$ cat config.mk
export PLATFORM = sky130hd
export DESIGN_NAME = dp_link_cfg_sel
export DESIGN_NICKNAME = d
export VERILOG_FILES = /design/src/rtl/dp_link_cfg_pkg.sv /design/src/rtl/dp_link_rate_map.sv /design/src/rtl/dp_link_fit_cmp.sv /design/src/rtl/dp_link_cfg_sel.sv
export SDC_FILE = /design/constraint.sdc
export NUM_CORES = 1
export LEC_CHECK = 0
export BUFFER_PORTS_ARGS = -buffer_cell sky130_fd_sc_hd__buf_2
export CELL_PAD_IN_SITES_DETAIL_PLACEMENT = 1
export CELL_PAD_IN_SITES_GLOBAL_PLACEMENT = 1
export CORE_MARGIN = 5
export CORE_UTILIZATION = 45
export CTS_CLUSTER_SIZE = 14
export DETAILED_ROUTE_END_ITERATION = 8
export GPL_TIMING_DRIVEN = 0
export PLACE_DENSITY_LB_ADDON = 0.15
export SLEW_MARGIN = 20
export SYNTH_ARGS = -nofsm -noshare
export SYNTH_HDL_FRONTEND = slang
export SYNTH_SLANG_ARGS = --single-unit
$ cat constraint.sdc
create_clock -name clk -period 12.3 [get_ports clk]
set_input_delay 1.23 -clock clk [delete_from_list [all_inputs] [get_ports clk]]
set_output_delay 1.23 -clock clk [all_outputs]
set_load 0.01 [all_outputs]
$ cat src/rtl/dp_link_cfg_pkg.sv
package dp_link_cfg_pkg;

    localparam int RATE_W = 20;

    typedef enum logic [1:0] {
        RIDX_162 = 2'd0,
        RIDX_270 = 2'd1,
        RIDX_540 = 2'd2
    } rate_idx_t;

    typedef enum logic [1:0] {
        ST_IDLE      = 2'd0,
        ST_LANE_SCAN = 2'd1,
        ST_RATE_SCAN = 2'd2,
        ST_REPORT    = 2'd3
    } sel_state_t;

    localparam logic [7:0] CODE_162 = 8'h06;
    localparam logic [7:0] CODE_270 = 8'h0A;
    localparam logic [7:0] CODE_540 = 8'h14;

    function automatic logic [7:0] idx_to_code(input rate_idx_t idx);
        case (idx)
            RIDX_270: return CODE_270;
            RIDX_540: return CODE_540;
            default:  return CODE_162;
        endcase
    endfunction

endpackage

$ cat src/rtl/dp_link_rate_map.sv
module dp_link_rate_map
    import dp_link_cfg_pkg::*;
#(
    parameter int KHZ_W = RATE_W
) (
    input  logic [7:0]       cap_code_i,
    input  rate_idx_t        try_idx_i,
    output rate_idx_t        cap_idx_o,
    output logic [KHZ_W-1:0] try_khz_o
);

    // Sink rate code to index; unknown codes fall back to the slowest rate
    always_comb begin
        unique case (cap_code_i)
            CODE_270: cap_idx_o = RIDX_270;
            CODE_540: cap_idx_o = RIDX_540;
            default:  cap_idx_o = RIDX_162;
        endcase
    end

    always_comb begin
        unique case (try_idx_i)
            RIDX_270: try_khz_o = KHZ_W'(270000);
            RIDX_540: try_khz_o = KHZ_W'(540000);
            default:  try_khz_o = KHZ_W'(162000);
        endcase
    end

endmodule

$ cat src/rtl/dp_link_fit_cmp.sv
module dp_link_fit_cmp #(
    parameter int PIX_W  = 20,
    parameter int BPP_W  = 6,
    parameter int LANE_W = 6,
    parameter int KHZ_W  = 20
) (
    input  logic [PIX_W-1:0]  pix_i,
    input  logic [BPP_W-1:0]  bpp_i,
    input  logic [LANE_W-1:0] lanes_i,
    input  logic [KHZ_W-1:0]  khz_i,
    output logic              fits_o
);

    localparam int DEM_W  = PIX_W + BPP_W;
    localparam int SUP_W  = KHZ_W + LANE_W + 3;
    localparam int PROD_W = (DEM_W > SUP_W) ? DEM_W : SUP_W;

    logic [PROD_W-1:0] demand;
    logic [PROD_W-1:0] supply;

    // Cross-multiplied form of pix <= rate*lanes*8/bpp
    assign demand = PROD_W'(pix_i) * PROD_W'(bpp_i);
    assign supply = (PROD_W'(khz_i) * PROD_W'(lanes_i)) << 3;
    assign fits_o = (demand <= supply);

endmodule

$ cat src/rtl/dp_link_cfg_sel.sv
module dp_link_cfg_sel
    import dp_link_cfg_pkg::*;
#(
    parameter int PIX_W  = 20,
    parameter int BPC_W  = 4,
    parameter int LANE_W = 5,
    parameter int CAP_W  = 8
) (
    input  logic              clk,
    input  logic              rst_n,
    input  logic              start_i,
    input  logic [PIX_W-1:0]  pix_clk_i,
    input  logic [BPC_W-1:0]  bpc_i,
    input  logic [CAP_W-1:0]  lane_cap_i,
    input  logic [7:0]        rate_cap_i,
    input  logic              v12_i,
    output logic              done_o,
    output logic [LANE_W-1:0] lanes_o,
    output logic [7:0]        rate_code_o,
    output logic              too_fast_o
);

    localparam int BPP_W   = BPC_W + 2;
    localparam int TRIAL_W = LANE_W + 1;

    sel_state_t state_q, state_d;

    logic [PIX_W-1:0]   pix_q;
    logic [BPP_W-1:0]   bpp_q;
    logic [LANE_W-1:0]  max_lanes_q;
    rate_idx_t          cap_idx_q;
    logic               v12_q;
    logic [TRIAL_W-1:0] lane_q;
    logic [LANE_W-1:0]  sel_lanes_q;
    rate_idx_t          rate_q;
    logic [LANE_W-1:0]  res_lanes_q;
    logic [7:0]         res_code_q;
    logic               res_tf_q;

    rate_idx_t          cap_idx_dec;
    rate_idx_t          cmp_idx;
    logic [RATE_W-1:0]  cmp_khz;
    logic [TRIAL_W-1:0] cmp_lanes;
    logic               fits;
    logic               lane_below;
    logic               rate_last;
    rate_idx_t          final_idx;
    logic [BPP_W-1:0]   bpp_d;

    dp_link_rate_map #(.KHZ_W(RATE_W)) i_rate_map (
        .cap_code_i (rate_cap_i),
        .try_idx_i  (cmp_idx),
        .cap_idx_o  (cap_idx_dec),
        .try_khz_o  (cmp_khz)
    );

    dp_link_fit_cmp #(
        .PIX_W  (PIX_W),
        .BPP_W  (BPP_W),
        .LANE_W (TRIAL_W),
        .KHZ_W  (RATE_W)
    ) i_fit_cmp (
        .pix_i   (pix_q),
        .bpp_i   (bpp_q),
        .lanes_i (cmp_lanes),
        .khz_i   (cmp_khz),
        .fits_o  (fits)
    );

    // Lane phase tests at the sink maximum rate; rate phase at the trial rate
    assign cmp_lanes  = (state_q == ST_RATE_SCAN) ? TRIAL_W'(sel_lanes_q) : lane_q;
    assign cmp_idx    = (state_q == ST_RATE_SCAN) ? rate_q : cap_idx_q;
    assign lane_below = (lane_q < TRIAL_W'(max_lanes_q));
    assign rate_last  = (rate_q == RIDX_540) || ((rate_q == RIDX_270) && !v12_q);
    assign final_idx  = fits ? rate_q : cap_idx_q;
    assign bpp_d      = (bpc_i == '0) ? BPP_W'(24) : BPP_W'(BPP_W'(bpc_i) * BPP_W'(3));

    // Next-state logic
    always_comb begin
        state_d = state_q;
        unique case (state_q)
            ST_IDLE:      if (start_i) state_d = ST_LANE_SCAN;
            ST_LANE_SCAN: if (!lane_below || fits) state_d = ST_RATE_SCAN;
            ST_RATE_SCAN: if (fits || rate_last) state_d = ST_REPORT;
            ST_REPORT:    state_d = ST_IDLE;
            default:      state_d = ST_IDLE;
        endcase
    end

    // State register
    always_ff @(posedge clk or negedge rst_n) begin
        if (!rst_n) state_q <= ST_IDLE;
        else        state_q <= state_d;
    end

    // Search datapath
    always_ff @(posedge clk or negedge rst_n) begin
        if (!rst_n) begin
            pix_q       <= '0;
            bpp_q       <= '0;
            max_lanes_q <= '0;
            cap_idx_q   <= RIDX_162;
            v12_q       <= 1'b0;
            lane_q      <= '0;
            sel_lanes_q <= '0;
            rate_q      <= RIDX_162;
            res_lanes_q <= '0;
            res_code_q  <= 8'h00;
            res_tf_q    <= 1'b0;
        end else begin
            unique case (state_q)
                ST_IDLE: if (start_i) begin
                    pix_q       <= pix_clk_i;
                    bpp_q       <= bpp_d;
                    max_lanes_q <= lane_cap_i[LANE_W-1:0];
                    cap_idx_q   <= cap_idx_dec;
                    v12_q       <= v12_i;
                    lane_q      <= TRIAL_W'(1);
                end
                ST_LANE_SCAN: begin
                    if (lane_below && !fits) begin
                        lane_q <= lane_q << 1;
                    end else begin
                        sel_lanes_q <= lane_below ? LANE_W'(lane_q) : max_lanes_q;
                        rate_q      <= RIDX_162;
                    end
                end
                ST_RATE_SCAN: begin
                    if (fits || rate_last) begin
                        res_lanes_q <= sel_lanes_q;
                        res_code_q  <= idx_to_code(final_idx);
                        res_tf_q    <= (final_idx == RIDX_540) && !v12_q;
                    end else begin
                        rate_q <= (rate_q == RIDX_162) ? RIDX_270 : RIDX_540;
                    end
                end
                default: ;
            endcase
        end
    end

    // Outputs
    always_comb begin
        done_o      = (state_q == ST_REPORT);
        lanes_o     = res_lanes_q;
        rate_code_o = res_code_q;
        too_fast_o  = res_tf_q;
    end

    AST_DONE_PULSE: assert property (@(posedge clk) disable iff (!rst_n)
        done_o |=> !done_o);

    AST_LANES_WITHIN_CAP: assert property (@(posedge clk) disable iff (!rst_n)
        done_o |-> (lanes_o <= max_lanes_q));

    AST_TOP_RATE_GATED: assert property (@(posedge clk) disable iff (!rst_n)
        (done_o && !v12_q && (cap_idx_q != RIDX_540)) |-> (rate_code_o != CODE_540));

    AST_TOO_FAST_FLAG: assert property (@(posedge clk) disable iff (!rst_n)
        done_o |-> (too_fast_o == ((rate_code_o == CODE_540) && !v12_q)));

    AST_ONE_TRIAL_LANE: assert property (@(posedge clk) disable iff (!rst_n)
        (state_q == ST_LANE_SCAN) |-> $onehot(lane_q));

    AST_CAPTURE_HELD: assert property (@(posedge clk) disable iff (!rst_n)
        (state_q != ST_IDLE) |=> ($stable(pix_q) && $stable(v12_q)));

endmodule

==> flow_summary.ini, run 1 <==
[grt]
grt-ovfl-total = 0
grt_pass1_vias = 8132
grt_use_met1_pct = 28.35
grt_first_pass_wirelength_mm = 40.59
use_met2_pct = 36.46
use_met3_pct = 2.598
grt_usage_pct = 21.02
top_usage_layer = met2
antenna_found_initial = 0
grt_max_degree = 60

[cts]
tritoncts = built
cts.hold.buffers_added = 0
postCtsResizedCells = 0
cts_root_buf = clkbuf_16
htree_levels = 3
cts.sinks = 59
clkLatencyLatePin_ns = 0.34
cts_made_buffers = 9
path_clk_slew_ns = 0.05
clock_path_buffers = 2
cts_setup_buffers = 0

[sta]
finalHoldViolCount = 0
clock-skew-final_ns = 0.007553
grt_setup_unrepaired = false
drv_slew = 0
fmax_mhz = 115.1
slew_headroom_pct = 25.45
finalSetupTns_ns = 0
final.period_utilization_pct = 70.64
tightestPinTransition_ns = 1.087
fin_crit_ns = 8.688
setup-violations-final = 0

[placement]
gp_congestion = 0.8345
post-dp-hpwl_mm = 20.29
port_buffers = 51

[critical_path]
worst_ep_arrival_time_ns = 8.87
worstReg2RegStart = state_q[0]
startpoint_type = flop
cp_max_fo = 10
crit_path_frequent_cell = ha_1
critPathKind = flop to flop
critPathRequiredTime_ns = 12.48
critPathSlowestCell = fa_1
slowest_delay_ns = 0.54
rrSetupSlack_ns = 3.61
reg2reg_to = rate_code_o[1]
end_kind = flop
r2r_cells = 31

[die]
initial_core_util_pct = 46.14
die-width_um = 154.5
boundaryPins = 59
die_area_um2 = 23870
die_y_um = 154.5
coreArea_um2 = 20360
rows = 52

[synthesis]
syn_avg_cell_area_um2 = 9.175
synthesis.area_um2 = 9395
syn_inst = 1024
synth-async-reset-ratio_pct = 100.0
synth_ff_type = dfrtp_1
ys_ff_latch = 59
seq_area_frac_synth_pct = 15.71
yosysWarningCount = 0
synth_edf_count = 0
synth_cell_types = 64

[route]
wl_per_cell_um = 17.33
ant_nets = 0
routed_via_density = 5.295
finalWirelength_mm = 23.64
drc = 0
dr.first_iter.drc_count = 157
vias = 7223
firstDrtPassIters = 4

[run]
timing.max_cap.violations = 0

[status]
status = completed

[min_path]
holdPathEnd = lanes_o[2]
min_path_type = flop to flop
hold_path_depth = 1
worstHoldStart = lanes_o[2]

[final_layout]
n_antenna_cell = 0
drive_gt1_share_pct = 11.43
areaGrowthSynthToFinish_pct = 9.442
nets = 1360
==> critical path: cells and delay by family, from the launching register on <==
kind	cells	cell delay (ns)
multiplexers	2	0.84
adder cells (fa/ha/maj)	7	2.57
buffers and inverters	6	1.16
AO/OA/AOI/OAI	9	2.26
AND/OR/NAND/NOR	6	1.23
XOR/XNOR	1	0.10
flip-flops	1	0.41
==> worst max-delay path by stage <==
stage	slack (ns)	from	endpoint
4_1_cts	3.65	state_q[0]	rate_code_o[1]
3_5_place_dp	3.71	state_q[0]	rate_code_o[1]
6_report	3.61	state_q[0]	rate_code_o[1]
5_1_grt	3.05	state_q[0]	rate_code_o[1]
2_1_floorplan	5.34	state_q[0]	state_q[1]
3_3_place_gp	3.83	state_q[0]	rate_code_o[1]
==> area by class of cell <==
| class | instances | area (um^2) |
|---|---|---|
| Multi-Input combinational cell | 745 | 7063 |
| Fill cell | 2446 | 10080 |
| Buffer | 28 | 135.1 |
| Clock inverter | 6 | 41.29 |
| Inverter | 195 | 732.0 |
| Timing Repair Buffer | 51 | 257.7 |
| Tap cell | 270 | 337.8 |
| Sequential cell | 59 | 1476 |
| Clock buffer | 10 | 239.0 |
==> kinds of logic after synthesis <==
family | after synthesis | share of synthesized area [%]
AO/OA/AOI/OAI | 163 | 12.11
multiplexers | 44 | 5.180
AND/OR/NAND/NOR | 273 | 14.82
buffers and inverters | 223 | 9.229
flip-flops | 59 | 15.71
other | 1 | 0.03991
XOR/XNOR | 34 | 3.170
adder cells (fa/ha/maj) | 227 | 39.74
==> flip-flops by register name, summed over array words and instances (netlist names) <==
signal and cells:
bpp_q 6, cap_idx_q 2, lane_q 6, lanes_o 5, max_lanes_q 5, pix_q 20, rate_code_o 4, rate_q 2
sel_lanes_q 5, state_q 2, too_fast_o 1, v12_q 1
==> stage by stage <==
stage / setup WS (ns) / utilization (%) / hold WS (ns) / cell area (um^2) / instances
after floorplan: 5.337 / - / 0.4794 / 9407 / 1027
after global placement: 3.833 / 49.10 / 0.4837 / 10000 / 1348
after detailed placement: 3.707 / 49.12 / 0.4816 / 10000 / 1348
after CTS: 3.653 / 50.49 / 0.5017 / 10280 / 1364
after global routing: 3.049 / 50.49 / 0.5168 / 10280 / 1364
final: 3.612 / 50.49 / 0.4982 / 10280 / 1364
==> cell usage in the layout, fill, tap and decap left out, types with 4 or more instances in the layout <==
cell,instances
a21oi_1,43
and3_1,5
clkbuf_16,9
clkbuf_1,22
buf_4,5
a31o_2,4
conb_1,4
xnor2_1,20
nand2b_1,10
and2_1,83
nor2b_1,10
fa_1,119
o21a_1,9
mux2i_1,7
nand3_1,10
nor3_1,5
a211oi_1,7
o22ai_1,5
inv_1,195
o21ai_0,23
nor2_1,51
a21o_1,15
a22o_1,15
mux2_2,37
o21bai_1,9
dfrtp_1,59
nand2_1,79
xor2_1,14
buf_2,50
ha_1,108
==> synth_stat cells, types with 9 or more instances <==
cell	instances	area [um^2]
inv_1	195	732.0
fa_1	119	2382
ha_1	108	1351
and2_1	83	519.3
nand2_1	79	296.5
dfrtp_1	59	1476
nor2_1	51	191.4
a21oi_1	43	215.2
mux2_2	37	416.7
o21ai_0	23	115.1
clkbuf_1	22	82.58
xnor2_1	20	175.2
a21o_1	15	112.6
a22o_1	15	131.4
xor2_1	14	122.6
nand2b_1	10	62.56
nand3_1	10	50.05
nor2b_1	10	62.56
o21a_1	9	67.56
o21bai_1	9	67.56
==> per-layer routing <==
metal | vias to the layer above | part of all wire (%)
met5 | - | 0
met4 | 0 | 1.5
met1 | 3659 | 46
met2 | 106 | 49
met3 | 21 | 3.0
li1 | 3437 | -
Power of run 1 is not shown: default switching activity piles up to over one toggle a cycle in this logic, so the estimate is an artifact.
==> run 2, diff against run 1 <==
clock period = 7.3 ns   (was 12.3 ns; I/O delays follow)
==> run 2 against run 1 <==
Net effect:
- first-iteration DRC count rose by 12%
- clock skew shrank 0.0017 ns
- hold slack lost 0.026 ns
- global-route usage grew 0.25 points
- largest cell class unchanged
- cell count up 0.44%
- sequential share of layout area decreased by 0.52 points
- setup slack lost 3.4 ns
- flip-flop and latch count is the same
- die area stayed put
==> flow_summary.ini, run 2 (synthesis gave the netlist of run 1 again) <==
[status]
status = completed

[sta]
setup-violations-final = 0
clock-skew-final_ns = 0.005834
finalHoldViolCount = 0
final.period_utilization_pct = 97.30
slew_headroom_pct = 41.20
tightestPinTransition_ns = 0.8821
worst_slack_ns = 0.1971
drv_slew = 0
fin_crit_ns = 7.103
fmax_mhz = 140.8
finalSetupTns_ns = 0

[final_layout]
n_antenna_cell = 0
design_area_um2 = 10690
fillers = 2405
final_common_cell = inv_1
largestRegisters = pix_q: 20 flops, bpp_q: 6 flops, lane_q: 6 flops
top_register = pix_q
seqCellArea_um2 = 1479
largest_reg_flops = 20
multi_input_area_um2 = 7375
drive_gt1_share_pct = 17.73
layout_common_cells = inv_1, fa_1, ha_1
nets = 1366
fin_cells = 1370
areaGrowthSynthToFinish_pct = 13.73

[placement]
post-dp-hpwl_mm = 20.29
dp_cells = 1348
post-place-ws_ns = -1.293
post_dp_cell_area_um2 = 10000
gp_congestion = 0.8345
port_buffers = 51

[critical_path]
end_kind = flop
critPathRequiredTime_ns = 7.52
critPathSlowestCell = fa_1
startpoint_type = flop
path_buf_inv = 5
slowest_delay_ns = 0.52
cpLargestDelayFamily = adder cells
crit_path_frequent_cell = fa_1
critPathKind = flop to flop
cp_max_fo = 10
worst_ep_arrival_time_ns = 7.33

[cts]
clkLatencyLatePin_ns = 0.34
clock_path_buffers = 2
htree_levels = 3
tritoncts = built
path_clk_slew_ns = 0.06
cts_made_buffers = 9
cts_root_buf = clkbuf_16
cts.sinks = 59

[die]
boundaryPins = 59
rows = 52
die_y_um = 154.5
die-width_um = 154.5
coreArea_um2 = 20360
initial_core_util_pct = 46.14
die_area_um2 = 23870

[grt]
grt_usage_pct = 21.26
grt_pass1_vias = 8197
grt_first_pass_wirelength_mm = 41.05
grt_max_degree = 60
grt-ovfl-total = 0
antenna_found_initial = 0

[route]
finalWirelength_mm = 24.29
firstDrtPassIters = 4
wl_per_cell_um = 17.73
dr.first_iter.drc_count = 176
vias = 7285
drc = 0
ant_nets = 0
routed_via_density = 5.318

[min_path]
min_path_type = input port to asynchronous set/reset pin

[run]
timing.max_cap.violations = 0
==> run 2: cell count changes in the layout (fill, tap and decap cells not counted), sizes merged <==
cell and change:
clkbuf -3, buf +9
==> run 2: through the flow <==
| stage | hold WS [ns] | util [%] |
|---|---|---|
| floorplan | 0.4344 | - |
| CTS | 0.4921 | 51.35 |
| global route | 0.5169 | 52.47 |
| global placement | 0.4837 | 49.10 |
| finish | 0.4724 | 52.47 |
| detailed placement | 0.4816 | 49.12 |
==> run 2: final timing paths <==
kind / from / endpoint / slack, ns / cells past startpoint
hold reg to reg: lanes_o[2] / lanes_o[2] / 0.50 / 1
max in group asynchronous: rst_n / state_q[1] / 6.26 / 1
setup / recovery: state_q[0] / state_q[1] / 0.20 / 29
hold / removal: rst_n / pix_q[12] / 0.47 / 1
min in group clk: lanes_o[2] / lanes_o[2] / 0.50 / 1
setup reg to reg: state_q[0] / state_q[1] / 0.20 / 29
==> run 2: routing by layer <==
metal,part of all wire (%),global-route usage (%)
met5,0,0
met4,1.7,4.668
met3,3.2,2.626
met2,50,36.94
met1,46,28.59
==> run 2: area by class of cell <==
type	instances	area share [%]
clock inverters	6	0.3864
multi-input cells	745	69.02
well taps	270	3.162
repair buffers	59	2.974
clock buffers	10	2.237
inverters	195	6.850
flip-flops and latches	59	13.84
plain buffers	26	1.534
==> run 2: what timing repair did <==
item,CTS,global route
setup endpoints to repair,25,25
buffers inserted,3,5
resized for setup,45,50
hold buffers,0,0
pin swaps,3,6
Power of run 2 is left out for the same reason.
==> run 3, diff against run 2 <==
CORE_MARGIN = 1.5   (was 5)
==> run 3 against run 2 <==
Net effect:
- flip-flop and latch count unchanged
- sequential share of layout area down 0.17 points
- critical path type unchanged
- fmax up 0.65%
- critical endpoint unchanged
- register-to-register slack better by 0.05 ns
- design area up 1.1%
- core utilization up 0.60 points
- cell count up 0.15%
==> flow_summary.ini, run 3 (synthesis gave the netlist of run 1 again) <==
[die]
die_area_um2 = 21750
die-width_um = 147.5
rows = 52
die_y_um = 147.5
boundaryPins = 59
coreArea_um2 = 20360
initial_core_util_pct = 46.14

[critical_path]
critPathKind = flop to flop
critPathRequiredTime_ns = 7.52
cp_max_fo = 10
end_kind = flop
slowest_delay_ns = 0.54
startpoint_type = flop
critPathSlowestCell = fa_1
worst_ep_arrival_time_ns = 7.28

[cts]
cts_root_buf = clkbuf_16
clkLatencyLatePin_ns = 0.34
cts.sinks = 59
cts_made_buffers = 9
path_clk_slew_ns = 0.05
htree_levels = 3
clock_path_buffers = 2
cts.hold.buffers_added = 0
tritoncts = built

[grt]
grt_pass1_vias = 7993
grt-ovfl-total = 0
grt_max_degree = 60
antenna_found_initial = 0
grt_usage_pct = 23.40
grt_first_pass_wirelength_mm = 40.19

[route]
vias = 7289
routed_via_density = 5.313
ant_nets = 0
finalWirelength_mm = 23.64
firstDrtPassIters = 4
drc = 0
wl_per_cell_um = 17.23
dr.first_iter.drc_count = 231

[sta]
tightestPinTransition_ns = 0.8597
drv_slew = 0
slew_headroom_pct = 42.69
fmax_mhz = 141.7
setup-violations-final = 0
finalHoldViolCount = 0
final.period_utilization_pct = 96.67
fin_crit_ns = 7.057
clock-skew-final_ns = 0.004929

[final_layout]
design_area_um2 = 10810
layout_common_cells = inv_1, fa_1, ha_1
drive_gt1_share_pct = 18.06
areaGrowthSynthToFinish_pct = 15.02
final_common_cell = inv_1
final_core_util_pct = 53.07
top_register = pix_q
largest_reg_flops = 20
nets = 1369
largestRegisters = pix_q: 20 flops, bpp_q: 6 flops, lane_q: 6 flops
n_antenna_cell = 0

[run]
timing.max_cap.violations = 0

[placement]
post-dp-hpwl_mm = 19.51
post_dp_cell_area_um2 = 10000
gp_congestion = 0.8343
port_buffers = 51

[status]
status = completed

[min_path]
min_path_type = input port to asynchronous set/reset pin
==> run 3: changes by cell type in the layout (fill, tap and decap cells not counted), sizes merged <==
cell,previous run,this run
clkinv,3,2
clkinvlp,3,1
bufinv,0,2
buf,66,71
clkbuf,29,27
==> run 3: path summary, 6_finish.rpt <==
check,startpoint,endpoint,slack (ns),cells after the start
min in group clk,lanes_o[0],lanes_o[0],0.50,1
max in group asynchronous,rst_n,state_q[1],6.29,1
setup reg to reg,state_q[0],state_q[1],0.24,31
setup / recovery,state_q[0],state_q[1],0.24,31
hold reg to reg,lanes_o[0],lanes_o[0],0.50,1
hold / removal,rst_n,pix_q[13],0.46,1
==> run 3: per-stage QoR <==
stage | setup slack [ns] | hold slack, ns | TNS (ns) | cells
after floorplan | 0.3365 | 0.4344 | 0 | 1027
after global placement | -1.181 | 0.4833 | -27.18 | 1348
after detailed placement | -1.220 | 0.4894 | -28.10 | 1348
after CTS | 0.001545 | 0.4903 | 0 | 1364
after global routing | -0.06466 | 0.5203 | -0.5165 | 1372
final | 0.2429 | 0.4587 | 0 | 1372
==> run 3: what timing repair did <==
action / 4_1_cts / 5_1_grt
hold endpoints to repair: 0 / 0
setup buffers: 3 / 8
setup endpoints to repair: 25 / 25
pin swaps: 4 / 13
resized for setup: 49 / 55
==> run 3: layer usage <==
| metal | global-route usage, % | vias up | part of all wire, % |
|---|---|---|---|
| met5 | 0 | - | 0 |
| met1 | 31.61 | 3700 | 46 |
| li1 | - | 3460 | - |
| met3 | 3.796 | 15 | 3.9 |
| met4 | 4.600 | 0 | 0.99 |
| met2 | 39.88 | 114 | 49 |
==> run 3: critical path, delay by kind of cell, from the launching register on <==
family / cells / cell delay (ns)
flip-flops: 1 / 0.42
multiplexers: 2 / 0.69
AND/OR/NAND/NOR: 6 / 1.29
XOR/XNOR: 1 / 0.15
AO/OA/AOI/OAI: 7 / 0.99
adder cells (fa/ha/maj): 7 / 2.58
buffers and inverters: 8 / 0.83
==> run 3: final cells by class <==
cell class / instances / area (um^2)
inverters: 195 / 732.0
flip-flops and latches: 59 / 1478
well taps: 270 / 337.8
repair buffers: 62 / 340.3
fillers: 2364 / 9558
multi-input cells: 745 / 7433
clock buffers: 10 / 239.0
plain buffers: 26 / 168.9
clock inverters: 5 / 77.57
Power of run 3 is left out for the same reason.
